**src/rtl/bincnt_pkg.sv**
```systemverilog
package bincnt_pkg;
    typedef enum logic {
        CLR_ASYNC = 1'b0,
        CLR_SYNC  = 1'b1
    } clr_mode_e;
endpackage

```
**src/rtl/bincnt_carry.sv**
```systemverilog
module bincnt_carry #(
    parameter int WIDTH = 4
) (
    input  logic [WIDTH-1:0] value,
    input  logic             en_chain,
    output logic             carry
);
    // carry needs the chain enable and a terminal count
    always_comb begin
        carry = en_chain & (&value);
    end
endmodule

```
**src/rtl/bincnt_stage.sv**
```systemverilog
module bincnt_stage
    import bincnt_pkg::*;
#(
    parameter int        WIDTH    = 4,
    parameter clr_mode_e CLR_MODE = CLR_ASYNC
) (
    input  logic             clk,
    input  logic             clr_n,
    input  logic             load_n,
    input  logic             en_all,
    input  logic             en_chain,
    input  logic [WIDTH-1:0] din,
    output logic [WIDTH-1:0] q,
    output logic             carry
);
    localparam logic [WIDTH-1:0] ONE = WIDTH'(1);

    typedef struct packed {
        logic [WIDTH-1:0] value;
    } slice_state_t;

    slice_state_t st_d, st_q;
    logic         sync_clr;

    assign sync_clr = (CLR_MODE == CLR_SYNC) && !clr_n;

    always_comb begin
        st_d = st_q;
        if (sync_clr) begin
            st_d.value = '0;
        end else if (!load_n) begin
            st_d.value = din;
        end else if (en_all && en_chain) begin
            st_d.value = st_q.value + ONE;
        end
    end

    generate
        if (CLR_MODE == CLR_ASYNC) begin : g_async_clr
            always_ff @(posedge clk or negedge clr_n) begin
                if (!clr_n) begin
                    st_q <= '0;
                end else begin
                    st_q <= st_d;
                end
            end
            // count is zero while clear is held
            a_r2_async_clear: assert property (@(posedge clk)
                !clr_n |-> (q == '0));
        end else begin : g_sync_clr
            always_ff @(posedge clk) begin
                st_q <= st_d;
            end
            // clear seen at an edge leaves zero after it
            a_r1_sync_clear: assert property (@(posedge clk)
                !clr_n |=> (q == '0));
        end
    endgenerate

    assign q = st_q.value;

    bincnt_carry #(.WIDTH(WIDTH)) u_carry (
        .value   (st_q.value),
        .en_chain(en_chain),
        .carry   (carry)
    );

    // preset wins over the enables
    a_r3_load: assert property (@(posedge clk) disable iff (!clr_n)
        !load_n |=> (q == $past(din)));
    // increment by one, wrapping modulo 2**WIDTH
    a_r4_count: assert property (@(posedge clk) disable iff (!clr_n)
        (load_n && en_all && en_chain) |=> (q == $past(q) + ONE));
    // hold when an enable is low
    a_r5_hold: assert property (@(posedge clk) disable iff (!clr_n)
        (load_n && !(en_all && en_chain)) |=> $stable(q));
    // carry stays low without the chain enable
    a_r6_carry_gated: assert property (@(posedge clk) disable iff (!clr_n)
        !en_chain |-> !carry);
    // carry rises at terminal count with the chain enable
    a_r6_carry_tc: assert property (@(posedge clk) disable iff (!clr_n)
        (en_chain && (&q)) |-> carry);
endmodule

```
**src/rtl/bincnt_chain.sv**
```systemverilog
module bincnt_chain
    import bincnt_pkg::*;
#(
    parameter int        WIDTH    = 4,
    parameter int        STAGES   = 3,
    parameter clr_mode_e CLR_MODE = CLR_ASYNC
) (
    input  logic                      clk,
    input  logic                      clr_n,
    input  logic                      load_n,
    input  logic                      en_all,
    input  logic                      en_chain,
    input  logic [STAGES*WIDTH-1:0]   din,
    output logic [STAGES*WIDTH-1:0]   cnt,
    output logic                      carry_out
);
    localparam int TOTAL = STAGES * WIDTH;
    localparam logic [TOTAL-1:0] ONE_W = TOTAL'(1);

    logic [STAGES-1:0] t_in;
    logic [STAGES-1:0] c_out;

    assign t_in[0] = en_chain;

    generate
        for (genvar g = 0; g < STAGES; g++) begin : g_slice
            if (g > 0) begin : g_link
                // previous carry drives this slice's chain enable
                assign t_in[g] = c_out[g-1];
            end
            bincnt_stage #(
                .WIDTH   (WIDTH),
                .CLR_MODE(CLR_MODE)
            ) u_stage (
                .clk     (clk),
                .clr_n   (clr_n),
                .load_n  (load_n),
                .en_all  (en_all),
                .en_chain(t_in[g]),
                .din     (din[g*WIDTH +: WIDTH]),
                .q       (cnt[g*WIDTH +: WIDTH]),
                .carry   (c_out[g])
            );
        end
    endgenerate

    assign carry_out = c_out[STAGES-1];

    // whole word steps by one per enabled clock
    a_r7_word_step: assert property (@(posedge clk) disable iff (!clr_n)
        (load_n && en_all && en_chain) |=> (cnt == $past(cnt) + ONE_W));
    // top carry reflects the full word at terminal count
    a_r7_top_carry: assert property (@(posedge clk) disable iff (!clr_n)
        carry_out == (en_chain && (&cnt)));
endmodule

```
**config.mk**
```make
export PLATFORM = sky130hd
export DESIGN_NAME = bincnt_chain
export DESIGN_NICKNAME = d
export VERILOG_FILES = /design/src/rtl/bincnt_pkg.sv /design/src/rtl/bincnt_carry.sv /design/src/rtl/bincnt_stage.sv /design/src/rtl/bincnt_chain.sv
export SDC_FILE = /design/constraint.sdc
export NUM_CORES = 1
export LEC_CHECK = 0
export BUFFER_PORTS_ARGS = -buffer_cell sky130_fd_sc_hd__buf_2
export CAP_MARGIN = 20
export CORE_MARGIN = 10
export CORE_UTILIZATION = 40
export CTS_CLUSTER_DIAMETER = 40
export DETAILED_ROUTE_END_ITERATION = 16
export PLACE_DENSITY = 0.73
export SLEW_MARGIN = 15
export SYNTH_ARGS = -nofsm -noshare
export SYNTH_HDL_FRONTEND = slang
export SYNTH_HIERARCHICAL = 1
export SYNTH_SLANG_ARGS = --single-unit
```
**constraint.sdc**
```tcl
create_clock -name clk -period 1.65 [get_ports clk]
set_input_delay 0.0825 -clock clk [delete_from_list [all_inputs] [get_ports clk]]
set_output_delay 0.0825 -clock clk [all_outputs]
set_load 0.05 [all_outputs]
```
Word level (Yosys, flattened, before mapping)
Cells that the tools add are included.

storage, ports and cells
  bits of input ports = 17
  output and inout bits = 13
  word-level logic and storage cells = 24
  register bits after elaboration = 12

cells by class
  eq/ne operators = 3
  multiplexer cells = 6
  bitwise logic cells = 3
  add/sub/neg operators = 3
  reduce and logical (&&, ||, !) cells = 6

operators with widths
  kind                                            count
  two-way mux 4 bit                               6
  adder 4 x 1 -> 4 bit (second input constant)    3
  AND reduction 4 bit                             3
  != test 2 x 1 -> 1 bit (second input constant)  3
  AND 1 bit                                       3
  logical AND 1 bit                               3

Longest topological paths before layout
Gate-level depths: netlist of run 1.

  word-level depth = 6
  gate-level depth with buffers = 7
  depth with buffers taken out = 7

By module
The synthesis of run 1 kept the hierarchy.

by module, submodules not included
  module        area each (um^2)  sequential area each (um^2)  cells an instance  instances
  bincnt_stage  207.7             100.1                        22                 3
  bincnt_carry  12.5              0.0                          3                  3

Worst setup path before layout of run 1
OpenSTA, ideal clock, no wires.

  path type = register -> output
  start = reg g_slice[0].u_stage.st_q (netlist bit g_slice[0].u_stage/q[0])
  end = out carry_out
  data required time = 1,567 ps
  path slack = -475 ps
  cell stages (with the launch flop) = 7
  path buffers = 0
  arrival time = 2,042 ps
  path through = dfrtp_1 -> nand3_1 -> nor2_1 -> nand3_1 -> nor2_1 -> nand3_1 -> nor2_1

between the ends
  cells in the longest elaborated chain, start to end = 4

ends and longest elaborated chain
  what                    RTL line            source
  from (decl)             bincnt_stage.sv:22  slice_state_t st_d, st_q;
  from (signal assigned)  bincnt_stage.sv:44  st_q <= st_d;
  AND reduction 4 bit     bincnt_carry.sv:10  carry = en_chain & (&value);
  AND 1 bit               bincnt_carry.sv:10
  named net c_out[0]      bincnt_chain.sv:21  logic [STAGES-1:0] c_out;
  AND 1 bit               bincnt_carry.sv:10
  named net c_out[1]      bincnt_chain.sv:21
  AND 1 bit               bincnt_carry.sv:10
  to (decl)               bincnt_chain.sv:15  output logic carry_out

The timed path passes the listed nets, and every way through them passes these cells.

Final worst setup path of run 1
  start = reg g_slice[0].u_stage.st_q (netlist bit g_slice[0].u_stage/q[2])
  end = out carry_out

The elaborated chain is that of the path after synthesis.

==> flow_summary.toml, run 1 <==
[global_routing]
grt_pass1_wl_um = 2918
grtUsageTotal_pct = 9.958
antenna_found_initial = 0
busiest_layer = "met2"
grt.met1_usage_pct = 10.66
overflow = 0
met2_usage_pct = 16.89
grt_max_degree = 25
use_met3_pct = 3.967
grt_pass1_vias = 681

[logic_synthesis]
synth_largest_area_cell = "dfrtp_1"
syn_area_um2 = 660.6
yosysTopAreaCellShare_pct = 45.45
ys_ff_latch = 12
syn_inst = 75
syn_nets = 95
yosys_warnings = 6
ys_top_cells_by_area = "dfrtp_1, nor2_1, xor2_1"
yosysUniqueCellTypes = 13
synth_area_per_cell_um2 = 8.808
yosysSeqAreaShare_pct = 45.45

[clock_network]
cts_root_buffer = "clkbuf_4"
insertion_delay_ns = 0.27
cts_tree = "yes"
cts_max_level = 1
cts_buffers = 3
clock_path_buffers = 2
clock-sinks = 12
clk_pin_slew_ns = 0.08

[placement]
io_buffers = 29
gp_congestion = 0.7334
hpwl_um = 1310
place_ws_ns = 0.1333

[die]
rows = 14
start_util_pct = 42.86
num_io_pins = 30
coreArea_um2 = 1541
die_y_um = 60.64
die-area_um2 = 3677
die_x_um = 60.64

[worst_setup_path]
path_buf_inv = 1
cp_slowest_stage_delay_ns = 0.40
crit_type = "reg2out"
rr_startpoint = "g_slice[0].u_stage/q[2]"
cp.arrival_ns = 1.47
critPathLaunchType = "register"
cp_max_fo = 4
slowest_stage = "dfrtp_2"
crit_family = "simple AND/OR/NAND/NOR gates"
end_kind = "primary output"
crit_top_cell = "nor2_4"
required_ns = 1.57
startpoint = "g_slice[0].u_stage/q[2]"
worstPathCellList = "nand2_1 -> nor2_4 -> nand3_2 -> nor2_4 -> nand3_2 -> nor2_4 -> buf_6"

[hold_path]
min_from = "din[2]"
hold_class = "in2reg"

[route]
routed_via_density = 5.144
wire_per_inst_um = 13.50
wl_um = 1687
drt-initial-drc-count = 2
firstDrtPassIters = 3
drtAntennaViolNets = 0
dr_total_vias = 643
drc = 0

[sta]
finalCritPeriodShare_pct = 94.05
maxSlewHeadroom_pct = 73.73
drv_slew = 0
rsz0062_at_grt = "false"
worst_slack_ns = 0.09819
hold_viol_final = 0
whs_ns = 0.05423
fmax_mhz = 644.4
skew_ns = 0.01210
worstMarginPinSlew_ns = 0.3940
setup_violations = 0
fin_crit_ns = 1.552

[cells_and_area]
largest_reg_flops = 12
mostFrequentLayoutCells = "buf_2, nor2_1, a21oi_1"
syn_to_final_growth_pct = 39.58
antenna_cells = 0
drive_above_1_share_pct = 44.04
fin_nets = 130
final_common_cell = "buf_2"

[outcome]
outcome = "completed"

[power]
peakVddDrop_uv = 554.5
p_per_area_nw_per_um2 = 900.4
power_mw = 0.8303
p_leak_nw = 0.4171

[run]
drv_cap = 0
## power by group
part	switching, mW	leakage, nW	internal (mW)
sequential	0.0349	0.130	0.326
clock	0.0920	0.0150	0.0933
combinational	0.195	0.272	0.0887
## worst paths after layout
kind                       cells after the start                 endpoint  slack [ns]
hold reg to reg                                2  g_slice[0].u_stage/q[3]        0.60
setup reg to reg                               7  g_slice[2].u_stage/q[3]        0.16
setup / recovery                               7                carry_out         0.1
hold / removal                                 3  g_slice[0].u_stage/q[2]        0.05
min in group asynchronous                      2  g_slice[1].u_stage/q[0]        0.21
max in group asynchronous                      2  g_slice[0].u_stage/q[2]        1.20
## synthesized netlist by cell type
| master | number |
|---|---|
| nor2_1 | 15 |
| dfrtp_1 | 12 |
| a21oi_1 | 9 |
| nand3_1 | 9 |
| xor2_1 | 6 |
| a31oi_1 | 3 |
| clkbuf_1 | 3 |
| ha_1 | 3 |
| mux2i_1 | 3 |
| nand2_1 | 3 |
| nand2_2 | 3 |
| o21ai_0 | 3 |
| or3_1 | 3 |
## what timing repair did
action / 4_1_cts / 5_1_grt
pin swaps: 0 / 1
hold endpoints to repair: 12 / 0
hold buffers: 1 / 0
setup endpoints to repair: 1 / 1
resized for setup: 2 / 1
setup buffers: 2 / 1
## layer usage
layer  share of wire, %  wire length [um]
met1                 41               695
met2                 51               857
met3                7.4               125
met4               0.53                 9
met5                  0                 0
## area by class of cell
cell class	count	area, um2
Sequential cell	12	305.3
Timing Repair Buffer	33	183.9
Fill cell	154	619.3
Clock buffer	4	26.28
Tap cell	16	20.02
Multi-Input combinational cell	60	386.6
## worst reg2reg max path, stage by stage (launching register included)
cell and delay [ns]:
dfrtp_2 0.40, nand2_1 0.09, nor2_4 0.12, nand3_2 0.10, nor2_4 0.13, nand2_2 0.10, or3_1 0.31, a31oi_1 0.16
## cell families after synthesis
| group | Yosys count | share of synthesized area, % |
|---|---|---|
| and+or+nand+nor | 33 | 22.73 |
| muxes | 3 | 4.546 |
| adders and majority gates | 3 | 5.682 |
| AOI/OAI and AO/OA | 15 | 11.93 |
| buffers and inverters | 3 | 1.704 |
| xor gates and xnor gates | 6 | 7.954 |
| DFF | 12 | 45.45 |
## metrics by stage
stage	utilization, %	area [um2]	std cells	TNS [ns]
6_report	59.82	922.1	125	0
5_1_grt	59.82	922.1	125	0
4_1_cts	59.01	909.6	124	0
3_5_place_dp	55.28	852.1	117	0
3_3_place_gp	55.28	852.1	117	0
2_1_floorplan	-	698.2	75	-0.03173
(Power assumes the default switching activity.)
==> inputs of run 2 (changes only) <==
CORE_UTILIZATION = 41   (was 40)
SYNTH_HIERARCHICAL = not set   (was 1)
==> flow_summary.toml, run 2 <==
[logic_synthesis]
ys_top_cells_by_area = "dfrtp_1, a31oi_1, nor2_1"
synthTopCellsByCount = "dfrtp_1, nor2_1, a31oi_1"
synth_edf_count = 0
yosysSeqAreaShare_pct = 42.78
yosys_most_used_dff = "dfrtp_1"
ys_ff_latch = 12
synth_area_per_cell_um2 = 9.116
syn_nets = 97
syn_inst = 77
synth.most_common_cell = "dfrtp_1"
synth_largest_area_cell = "dfrtp_1"
synthArstFlopShare_pct = 100.0
yosysTopAreaCellShare_pct = 42.78
syn_area_um2 = 701.9
yosysUniqueCellTypes = 26
yosys_warnings = 0

[power]
switching_power_mw = 0.3470
clkPwrFrac_pct = 22.5
p_leak_nw = 0.3929
cellInternalPower_mw = 0.5128
peakVddDrop_uv = 635.4
power_mw = 0.8598
combPwrFrac_pct = 33.7
pwr-share-seq_pct = 43.8
switching_share_pct = 40.36
p_per_area_nw_per_um2 = 897.1

[hold_path]
hold_path_end = "g_slice[2].u_stage.q[1]"
hold_class = "in2reg"
worstHoldPathCells = 3
min_from = "din[9]"

[clock_network]
clock_path_buffers = 2
clock-sinks = 12
clk_pin_slew_ns = 0.08
cts_tree = "yes"
cts_setup_buffers = 0
cts_max_level = 1
cts_buffers = 3
cts_root_buffer = "clkbuf_4"
insertion_delay_ns = 0.28

[route]
drt-initial-drc-count = 11
drtAntennaViolNets = 0
wl_um = 1857
drc = 0
dr_total_vias = 703
wire_per_inst_um = 14.86
routed_via_density = 5.624
firstDrtPassIters = 4

[cells_and_area]
final_common_cell = "buf_2"
fin_nets = 130
largest_reg_flops = 12
mostFrequentLayoutCells = "buf_2, nor2_1, a31oi_1, dfrtp_2"
syn_to_final_growth_pct = 36.54
drive_above_1_share_pct = 43.12
post-route-cell-area_um2 = 958.4
antenna_cells = 0

[sta]
fmax_mhz = 656.9
setup_violations = 0
maxSlewHeadroom_pct = 81.53
drv_slew = 0
hold_viol_final = 0
rsz0062_at_grt = "false"
skew_ns = 0.005670
fin_crit_ns = 1.522
finalCritPeriodShare_pct = 92.25
worstMarginPinSlew_ns = 0.2770

[die]
rows = 14
die-area_um2 = 3767
num_io_pins = 30
die_x_um = 61.38
start_util_pct = 45.02
coreArea_um2 = 1559
die_y_um = 61.38

[global_routing]
grt_max_degree = 15
grt_pass1_vias = 680
grt_pass1_wl_um = 3077
overflow = 0
antenna_found_initial = 0
grtUsageTotal_pct = 11.00

[worst_setup_path]
critPathLaunchType = "register"
worstPathCellList = "nand2_1 -> nor4_4 -> buf_4"
cp_max_fo = 7
reg2reg_depth = 4
rr_startpoint = "g_slice[0].u_stage.q[1]"
cp.arrival_ns = 1.44
crit_type = "reg2out"
required_ns = 1.57
r2r_slack_ns = 0.15
path_buf_inv = 1
end_kind = "primary output"
cp_slowest_stage_delay_ns = 0.49
rr_endpoint = "g_slice[2].u_stage.q[2]"
slowest_stage = "dfrtp_1"
crit_family = "flip-flops"

[outcome]
outcome = "completed"

[placement]
hpwl_um = 1515
gp_congestion = 0.7761
io_buffers = 29
dpl_cell_area_um2 = 919.6

[run]
drv_cap = 0
[run 2: changes by cell type in the layout (fill, tap and decap cells not counted), moves of 3 or more]
cell / before / now
a21oi_1: 9 / 3
a31oi_1: 3 / 8
xor2_1: 6 / 1
dfrtp_1: 8 / 4
dfrtp_2: 4 / 8
nand2_2: 3 / 0
nand3_2: 3 / 0
nor2_4: 3 / 0
o21ai_0: 3 / 6
[run 2: final cells by class]
type / count / area, um2
fill: 135 / 600.6
tap: 16 / 20.02
timing repair buffer: 31 / 165.2
sequential: 12 / 310.3
multi-input combinational: 61 / 432.9
clock buffer: 4 / 26.28
inverter: 1 / 3.754
[run 2: per-layer routing]
metal	GRT usage, %	routed length (um)	vias to the layer above
li1	-	-	356
met1	12.44	739	320
met2	18.49	936	22
met3	3.086	145	5
met4	5.732	35	0
met5	0	0	-
[run 2: worst max-delay path by stage]
stage / to / cells after the start / start
floorplan: carry_out / 2 / g_slice[0].u_stage.q[3]
global placement: g_slice[2].u_stage.q[2] / 4 / g_slice[0].u_stage.q[1]
detailed placement: g_slice[2].u_stage.q[2] / 4 / g_slice[0].u_stage.q[0]
CTS: carry_out / 3 / g_slice[0].u_stage.q[3]
global route: carry_out / 4 / g_slice[0].u_stage.q[0]
finish: carry_out / 3 / g_slice[0].u_stage.q[3]
[run 2: logic make-up after synthesis]
family	Yosys count	share of synthesized area, %
buffers and inverters	4	2.493
flip-flops	12	42.78
AND/OR/NAND/NOR	35	28.70
multiplexers	1	1.426
adder cells (fa/ha/maj)	3	5.348
XOR/XNOR	2	2.496
AO/OA/AOI/OAI	20	16.76
[run 2: worst reg2reg max path, cell delays in order, from the launching register on]
cell and delay [ns]:
dfrtp_2 0.41, ha_4 0.17, nand4_4 0.16, or4_1 0.50, a31oi_1 0.18
[run 2: stage by stage]
| step | worst slack [ns] | util, % | cells | hold slack, ns | TNS [ns] |
|---|---|---|---|---|---|
| 2_1_floorplan | -0.01277 | - | 77 | -0.2131 | -0.01277 |
| 3_3_place_gp | 0.2057 | 58.99 | 120 | -0.02541 | 0 |
| 3_5_place_dp | 0.1669 | 58.99 | 120 | -0.02164 | 0 |
| 4_1_cts | 0.06408 | 61.32 | 125 | 0.02549 | 0 |
| 5_1_grt | 0.01455 | 61.48 | 125 | 0.02795 | 0 |
| 6_report | 0.1278 | 61.48 | 125 | 0.02773 | 0 |
[run 2: power by group through the flow]
stage	registers [mW]	clock network, mW	logic, mW
2_1_floorplan	0.482	0	0.102
3_3_place_gp	0.379	0	0.287
3_5_place_dp	0.383	0	0.292
4_1_cts	0.377	0.197	0.294
5_1_grt	0.384	0.218	0.315
6_report	0.376	0.194	0.290
[run 2: repair_timing]
item	4_1_cts	5_1_grt
resized for setup	0	2
hold buffers	1	0
endpoints found under the hold margin	12	0
endpoints found under the setup margin	0	1
